**src/rtl/cpb_pkg.sv**
```systemverilog
package cpb_pkg;
  localparam int unsigned KIND_W = 3;

  typedef enum logic [KIND_W-1:0] {
    KIND_START_REQ  = 3'd0,
    KIND_START_CONF = 3'd1,
    KIND_SEG_REQ    = 3'd2,
    KIND_SEG_CONF   = 3'd3,
    KIND_SEG_CANCEL = 3'd4
  } pkt_kind_e;

  function automatic logic kind_is_legal(input logic [KIND_W-1:0] k);
    return k <= KIND_SEG_CANCEL;
  endfunction
endpackage

```
**src/rtl/cpb_field_sel.sv**
```systemverilog
module cpb_field_sel #(
  parameter int unsigned NODE_W = 4,
  parameter int unsigned PORT_W = 2,
  localparam int unsigned SEG_W = NODE_W + PORT_W
) (
  input  logic              fresh,
  input  logic [NODE_W-1:0] node_id,
  input  logic [PORT_W-1:0] port,
  input  logic [SEG_W-1:0]  in_seg,
  input  logic [NODE_W-1:0] in_src,
  output logic [SEG_W-1:0]  seg,
  output logic [NODE_W-1:0] src
);
  logic [SEG_W-1:0] own_seg;

  always_comb begin
    own_seg = {node_id, port};
    if (fresh) begin
      seg = own_seg;
      src = node_id;
    end else begin
      seg = in_seg;
      src = in_src;
    end
  end
endmodule

```
**src/rtl/cpb_ttl_calc.sv**
```systemverilog
module cpb_ttl_calc #(
  parameter int unsigned TTL_W    = 3,
  parameter int unsigned TTL_INIT = 7
) (
  input  logic             fresh,
  input  logic             is_cancel,
  input  logic [TTL_W-1:0] in_ttl,
  output logic [TTL_W-1:0] ttl
);
  localparam logic [TTL_W-1:0] INIT_V = TTL_W'(TTL_INIT);
  localparam logic [TTL_W-1:0] ONE_V  = TTL_W'(1);

  logic at_floor;

  always_comb begin
    at_floor = (in_ttl == '0);
    if (fresh) begin
      ttl = INIT_V;
    end else if (is_cancel) begin
      ttl = at_floor ? '0 : (in_ttl - ONE_V);
    end else begin
      ttl = in_ttl;
    end
  end
endmodule

```
**src/rtl/cpb_out_slot.sv**
```systemverilog
module cpb_out_slot #(
  parameter int unsigned DATA_W = 8
) (
  input  logic              clk,
  input  logic              rst_n,
  input  logic              load,
  input  logic              drain,
  input  logic [DATA_W-1:0] d,
  output logic              vld,
  output logic [DATA_W-1:0] q
);
  logic              vld_nxt;
  logic              data_en;

  always_comb begin
    data_en = load;
    if (load) begin
      vld_nxt = 1'b1;
    end else if (drain) begin
      vld_nxt = 1'b0;
    end else begin
      vld_nxt = vld;
    end
  end

  always_ff @(posedge clk or negedge rst_n) begin
    if (!rst_n) begin
      vld <= 1'b0;
    end else begin
      vld <= vld_nxt;
    end
  end

  always_ff @(posedge clk or negedge rst_n) begin
    if (!rst_n) begin
      q <= '0;
    end else if (data_en) begin
      q <= d;
    end
  end
endmodule

```
**src/rtl/ctrl_pkt_builder.sv**
```systemverilog
module ctrl_pkt_builder
  import cpb_pkg::*;
#(
  parameter int unsigned NODE_W   = 4,
  parameter int unsigned PORT_W   = 2,
  parameter int unsigned TTL_W    = 3,
  parameter int unsigned TTL_INIT = 7,
  localparam int unsigned SEG_W   = NODE_W + PORT_W,
  localparam int unsigned PKT_W   = KIND_W + SEG_W + NODE_W + TTL_W + PORT_W
) (
  input  logic              clk,
  input  logic              rst_n,
  input  logic [NODE_W-1:0] node_id,
  input  logic [KIND_W-1:0] in_kind,
  input  logic [SEG_W-1:0]  in_seg,
  input  logic [NODE_W-1:0] in_src,
  input  logic [TTL_W-1:0]  in_ttl,
  input  logic              cmd_valid,
  input  logic [KIND_W-1:0] cmd_kind,
  input  logic [PORT_W-1:0] cmd_port,
  input  logic              cmd_fresh,
  output logic              cmd_ready,
  output logic              out_valid,
  input  logic              out_ready,
  output logic [KIND_W-1:0] out_kind,
  output logic [SEG_W-1:0]  out_seg,
  output logic [NODE_W-1:0] out_src,
  output logic [TTL_W-1:0]  out_ttl,
  output logic [PORT_W-1:0] out_port,
  output logic              ttl_expired
);
  logic [SEG_W-1:0]  sel_seg;
  logic [NODE_W-1:0] sel_src;
  logic [TTL_W-1:0]  sel_ttl;
  logic              is_cancel;
  logic              accept;
  logic [PKT_W-1:0]  pkt_d;
  logic [PKT_W-1:0]  pkt_q;
  logic              in_kind_unused;

  assign in_kind_unused = ^in_kind;

  cpb_field_sel #(.NODE_W(NODE_W), .PORT_W(PORT_W)) u_sel (
    .fresh   (cmd_fresh),
    .node_id (node_id),
    .port    (cmd_port),
    .in_seg  (in_seg),
    .in_src  (in_src),
    .seg     (sel_seg),
    .src     (sel_src)
  );

  cpb_ttl_calc #(.TTL_W(TTL_W), .TTL_INIT(TTL_INIT)) u_ttl (
    .fresh     (cmd_fresh),
    .is_cancel (is_cancel),
    .in_ttl    (in_ttl),
    .ttl       (sel_ttl)
  );

  always_comb begin
    is_cancel = (cmd_kind == KIND_SEG_CANCEL);
    cmd_ready = !out_valid || out_ready;
    accept    = cmd_valid && cmd_ready && kind_is_legal(cmd_kind);
    pkt_d     = {cmd_kind, sel_seg, sel_src, sel_ttl, cmd_port};
  end

  cpb_out_slot #(.DATA_W(PKT_W)) u_slot (
    .clk   (clk),
    .rst_n (rst_n),
    .load  (accept),
    .drain (out_ready),
    .d     (pkt_d),
    .vld   (out_valid),
    .q     (pkt_q)
  );

  always_comb begin
    {out_kind, out_seg, out_src, out_ttl, out_port} = pkt_q;
    ttl_expired = out_valid && (out_ttl == '0);
  end
endmodule

```
**config.mk**
```make
export PLATFORM = sky130hd
export DESIGN_NAME = ctrl_pkt_builder
export DESIGN_NICKNAME = d
export VERILOG_FILES = /design/src/rtl/cpb_pkg.sv /design/src/rtl/cpb_field_sel.sv /design/src/rtl/cpb_ttl_calc.sv /design/src/rtl/cpb_out_slot.sv /design/src/rtl/ctrl_pkt_builder.sv
export SDC_FILE = /design/constraint.sdc
export NUM_CORES = 1
export LEC_CHECK = 0
export BUFFER_PORTS_ARGS = -buffer_cell sky130_fd_sc_hd__buf_4
export CORE_AREA = 2 2 51 53
export DETAILED_ROUTE_END_ITERATION = 6
export DIE_AREA = 0 0 53 55
export PLACE_DENSITY = 0.76
export SYNTH_ARGS = -nofsm -noshare
export SYNTH_HDL_FRONTEND = slang
export SYNTH_SLANG_ARGS = --single-unit
```
**constraint.sdc**
```tcl
create_clock -name clk -period 1.3 [get_ports clk]
set_input_delay 0.195 -clock clk [delete_from_list [all_inputs] [get_ports clk]]
set_output_delay 0.195 -clock clk [all_outputs]
set_load 0.1 [all_outputs]
```
# ---- After elaboration in Yosys (flattened, before gate mapping)
# Index checks and enable logic that the tools add are counted.
dict set report op_classes {
  add_sub_neg 1
  n_lt_le_gt_ge 1
  n_eq_ne 1
  n_mux 7
  n_reduce_logical 8
}
# cell n
set op_table {}
lappend op_table {{3-bit two-way mux} 3}
lappend op_table {{3-bit logical NOT} 2}
lappend op_table {{6-bit two-way mux} 1}
lappend op_table {{4-bit two-way mux} 1}
lappend op_table {{3-bit equality test, second input constant} 1}
lappend op_table {{3-bit <= comparator, second input constant} 1}
lappend op_table {{1-bit logical AND} 3}
lappend op_table {{3-bit by 1-bit subtractor with 3-bit output, second input constant} 1}
lappend op_table {{1-bit two-way mux} 2}
lappend op_table {{2-bit nonzero test} 1}
lappend op_table {{1-bit logical NOT} 1}
lappend op_table {{1-bit logical OR} 1}
dict set report totals {
  register_bits 19
  input_bits 30
  output_inout_bits 21
  word_cells 20
}

# ---- Longest topological paths before layout
dict set report logic_depth {
  depth_word 5
  mapped_depth 5
  ltp_nobuf 5
}

# ---- Modules after synthesis
# Synthesis repeated with hierarchy kept, for this count alone.
dict set report hier_totals {
  cells_unflattened 70
  area_unflattened_um2 1066.0
}
# module instances cells_per_inst area_each_um2 seq_area_each_um2
set by_module_without_submodules {}
lappend by_module_without_submodules {cpb_out_slot 1 41 755.7 475.5}
lappend by_module_without_submodules {cpb_field_sel 1 11 161.4 0.0}
lappend by_module_without_submodules {cpb_ttl_calc 1 13 92.6 0.0}
lappend by_module_without_submodules {ctrl_pkt_builder 1 5 56.3 0.0}

# ---- Worst setup path before layout
# Ideal clock, no wire load.
dict set report synth_path {
  path_kind {register to output}
  startpoint {register u_slot.vld}
  endpoint {output ttl_expired}
  arrival_time_ps 4081
  t_required_ps 1105
  slack_ps -2976
  path_stages_with_launch 2
  path_buffers 0
  cell_sequence {dfrtp_1 -> nor4b_1}
}
dict set report synth_between {
  elab_chain_cells 1
}
# item line_no
set synth_lines {}
lappend synth_lines {{from (decl)} cpb_out_slot.sv:9} ;# output logic vld,
lappend synth_lines {{from (signal assigned)} cpb_out_slot.sv:30} ;# vld <= vld_nxt;
lappend synth_lines {{1-bit logical AND} ctrl_pkt_builder.sv:79} ;# ttl_expired = out_valid && (out_ttl == '0);
lappend synth_lines {{to (decl)} ctrl_pkt_builder.sv:30} ;# output logic ttl_expired
# Every way passes these cells.

# ---- Worst setup path in the final report
dict set report layout_path {
  startpoint {register u_slot.q[3]}
  endpoint {output ttl_expired}
}
dict set report layout_between {
  elab_chain_cells 2
}
# item line_no
set layout_lines {}
lappend layout_lines {{from (decl)} cpb_out_slot.sv:10} ;# output logic [DATA_W-1:0] q
lappend layout_lines {{from (signal assigned)} cpb_out_slot.sv:36} ;# q <= '0;
lappend layout_lines {{from (signal assigned)} cpb_out_slot.sv:38} ;# q <= d;
lappend layout_lines {{3-bit logical NOT} ctrl_pkt_builder.sv:79}
lappend layout_lines {{1-bit logical AND} ctrl_pkt_builder.sv:79}
# Every way passes these cells.

==> flow_metrics.env <==
export IMPL_cp_end_kind="primary output"
export IMPL_p_clk_frac=0.124
export IMPL_power_density_nw_per_um2=1593
export IMPL_ant_nets=0
export IMPL_rrSetupSlack_ps=20
export IMPL_yosysTopAreaCellShare=0.4732
export IMPL_wl_um=2593
export IMPL_finalCritPeriodShare=1.144
export IMPL_seqPwrFrac=0.314
export IMPL_r2r_end="u_slot.q[0]"
export IMPL_regArea_um2=485.5
export IMPL_status="finished, violations left"
export IMPL_slew_headroom=0.8201
export IMPL_synth_seq_cells=19
export IMPL_path_max_fanout=3
export IMPL_fin_util=0.6593
export IMPL_cts_buffers=3
export IMPL_n_antenna_cell=0
export IMPL_clock_latency_ps=300
export IMPL_fin_skew_ps=0.5721
export IMPL_required_ps=1110
export IMPL_antenna_found_initial=0
export IMPL_fin_nets=176
export IMPL_syn_cell_area_um2=1005
export IMPL_hold_viol=0
export IMPL_worstHoldStart="cmd_port[1]"
export IMPL_overflow=0
export IMPL_fin_crit_ps=1487
export IMPL_root_buffer="clkbuf_4"
export IMPL_grt_max_degree=20
export IMPL_crit_family="flip-flops"
export IMPL_wl_per_cell_um=14.99
export IMPL_die_h_um=55
export IMPL_worst_slew_pin_slew_ps=268.9
export IMPL_violations="negative setup slack"
export IMPL_clk_pin_slew_ps=110
export IMPL_fin_ws_ps=-187.1
export IMPL_syn_to_final_growth_pct=55.17
export IMPL_synth_edff_count=0
export IMPL_die_w_um=53
export IMPL_synth_most_common_cell="dfrtp_1"
export IMPL_slew_violations=0
export IMPL_synth_flop_cell="dfrtp_1"
export IMPL_fmaxAchievable_mhz=672.5
export IMPL_cts_tree="built"
export IMPL_h_tree_depth=1
export IMPL_dr_pass1_iters=4
export IMPL_crit_slowest_cell="dfrtp_2"
export IMPL_nFillCells=203
export IMPL_combPwrFrac=0.562
export IMPL_fin_setup_tns_ps=-324.2
export IMPL_leakage_nw=0.7264
export IMPL_syn_num_nets=118
export IMPL_power_switching_w=0.001281
export IMPL_viasPerCell=5.225
export IMPL_synth_top_area_cell="dfrtp_1"
export IMPL_critPathLaunchType="flip-flop"
export IMPL_ys_warnings_count=0
export IMPL_multiInputGateArea_um2=519.2
export IMPL_grt_pass1_wl_um=4071
export IMPL_netlist_instances=86
export IMPL_core_area_um2=2365
export IMPL_grt_usage=0.2010
export IMPL_p_sw_frac=0.5159
export IMPL_globalplace_congestion=0.7222
export IMPL_io_pins=51
export IMPL_ir_worst_vdd_uv=1101
export IMPL_start_util=0.4249
export IMPL_routed_via_count=904
export IMPL_grt_pass1_vias=906
export IMPL_yosysSeqAreaShare=0.4732
export IMPL_busiest_layer="met2"
export IMPL_met1_usage=0.2675
export IMPL_hold_path_depth=2
export IMPL_dieArea_um2=2915
export IMPL_crit_type="reg2out"
export IMPL_max_stage_delay_ps=450
export IMPL_first_iter_violations=14
export IMPL_synth_top_cells_by_count="19 x dfrtp_1, 18 x a31oi_1, 9 x nand2b_1"
export IMPL_cts_sinks=19
export IMPL_maxCapViolCount=0
export IMPL_path_buf_inv=1
export IMPL_core_rowCount=18
export IMPL_cp_data_arrival_time_ps=1290
export IMPL_cts_path_max_buffers=2
export IMPL_synth_cell_type_count=23
export IMPL_internal_power_w=0.001202
export IMPL_holdPathEnd="u_slot.q[1]"
export IMPL_path_cells="nor4b_4, buf_6"
export IMPL_postSynth_asyncResetShare=1.000
export IMPL_hold_path_class="in2reg"
export IMPL_met3_usage=0.03763
export IMPL_dp_final_hpwl_um=1877
export IMPL_grt_util_met2=0.3146
export IMPL_p_total_w=0.002483
export IMPL_rr_startpoint="u_slot.vld"
export IMPL_setup_viol=3
export IMPL_yosys_top_cells_area="dfrtp_1 47%, a31oi_1 11%, mux2_4 7.5%"
export IMPL_reg2reg_depth=4
export IMPL_syn_area_per_cell_um2=11.68
export IMPL_drive_gt1_frac=0.5524
export IMPL_portBuffers=47
export IMPL_remaining_drc_errors=0
export IMPL_rsz0062_at_grt="true"
-- what timing repair did --
| action | 4_1_cts | 5_1_grt |
|---|---|---|
| endpoints found under the setup margin | 2 | 9 |
| hold buffers | 1 | 0 |
| setup buffers | 3 | 5 |
| resized for setup | 7 | 2 |
| pin swaps | 1 | 0 |
| hold endpoints to repair | 19 | 0 |
-- flip-flops by register name, summed over array words and instances (netlist names) --
name        cells
u_slot.vld      1
u_slot.q       18
-- metrics by stage --
| stage | area, um2 | cells | hold slack [ps] | setup WS (ps) |
|---|---|---|---|---|
| floorplan | 1052 | 86 | -100.6 | -659.5 |
| global placement | 1411 | 160 | 81.12 | 53.45 |
| detailed placement | 1411 | 160 | 84.82 | 37.96 |
| CTS | 1511 | 168 | 127.4 | -190.9 |
| global route | 1559 | 173 | 130.7 | -219.8 |
| finish | 1559 | 173 | 133.0 | -187.1 |
-- layout by cell type (no fill, tap or decap), drive strengths merged --
cell,instances
nand3,1
buf,57
nor2,2
inv,2
mux2i,5
nor3b,1
nor2b,1
nor4b,2
a2bb2oi,3
ha,2
a31oi,18
dlygate4sd3,1
nand2,6
nand2b,9
and3,1
a21oi,2
and4b,1
dfrtp,19
o21ai,1
clkbuf,4
mux2,5
-- cell type report --
class                           instances  area share
Tap cell                               30     0.02408
Multi-Input combinational cell         60      0.3331
Inverter                                2    0.004815
Sequential cell                        19      0.3114
Timing Repair Buffer                   58      0.3098
Clock buffer                            4     0.01685
-- kinds of logic (layout without fill, tap and decap cells) --
logic type,Yosys count,count (layout),share of synthesized area
buf+inv,7,64,0.03861
fa+ha+maj,2,2,0.02490
simple gates,24,24,0.1669
mux,10,10,0.1245
flops,19,19,0.4732
compound gates,24,24,0.1719
-- power by group through the flow --
| stage | Sequential [W] | Clock (W) | Combinational (W) |
|---|---|---|---|
| floorplan | 0.00156 | 0 | 0.000245 |
| global placement | 0.000790 | 0 | 0.00131 |
| detailed placement | 0.000793 | 0 | 0.00132 |
| CTS | 0.000781 | 0.000311 | 0.00137 |
| global route | 0.000793 | 0.000323 | 0.00145 |
| finish | 0.000780 | 0.000307 | 0.00140 |
-- worst max-delay path by stage --
stage,start,end,slack (ps),depth (start not counted)
2_1_floorplan,u_slot.q[4],ttl_expired,-660,1
3_3_place_gp,u_slot.q[4],ttl_expired,50,2
3_5_place_dp,u_slot.q[4],ttl_expired,40,2
4_1_cts,u_slot.q[4],ttl_expired,-190,2
5_1_grt,u_slot.q[3],ttl_expired,-220,2
6_report,u_slot.q[3],ttl_expired,-190,2
-- metal layers --
metal | vias to the layer above | share of wire
li1 | 435 | -
met2 | 37 | 0.47
met4 | 0 | 0.020
met5 | - | 0
met1 | 428 | 0.44
met3 | 4 | 0.064
No activity file was read; power rests on OpenSTA's default activity.
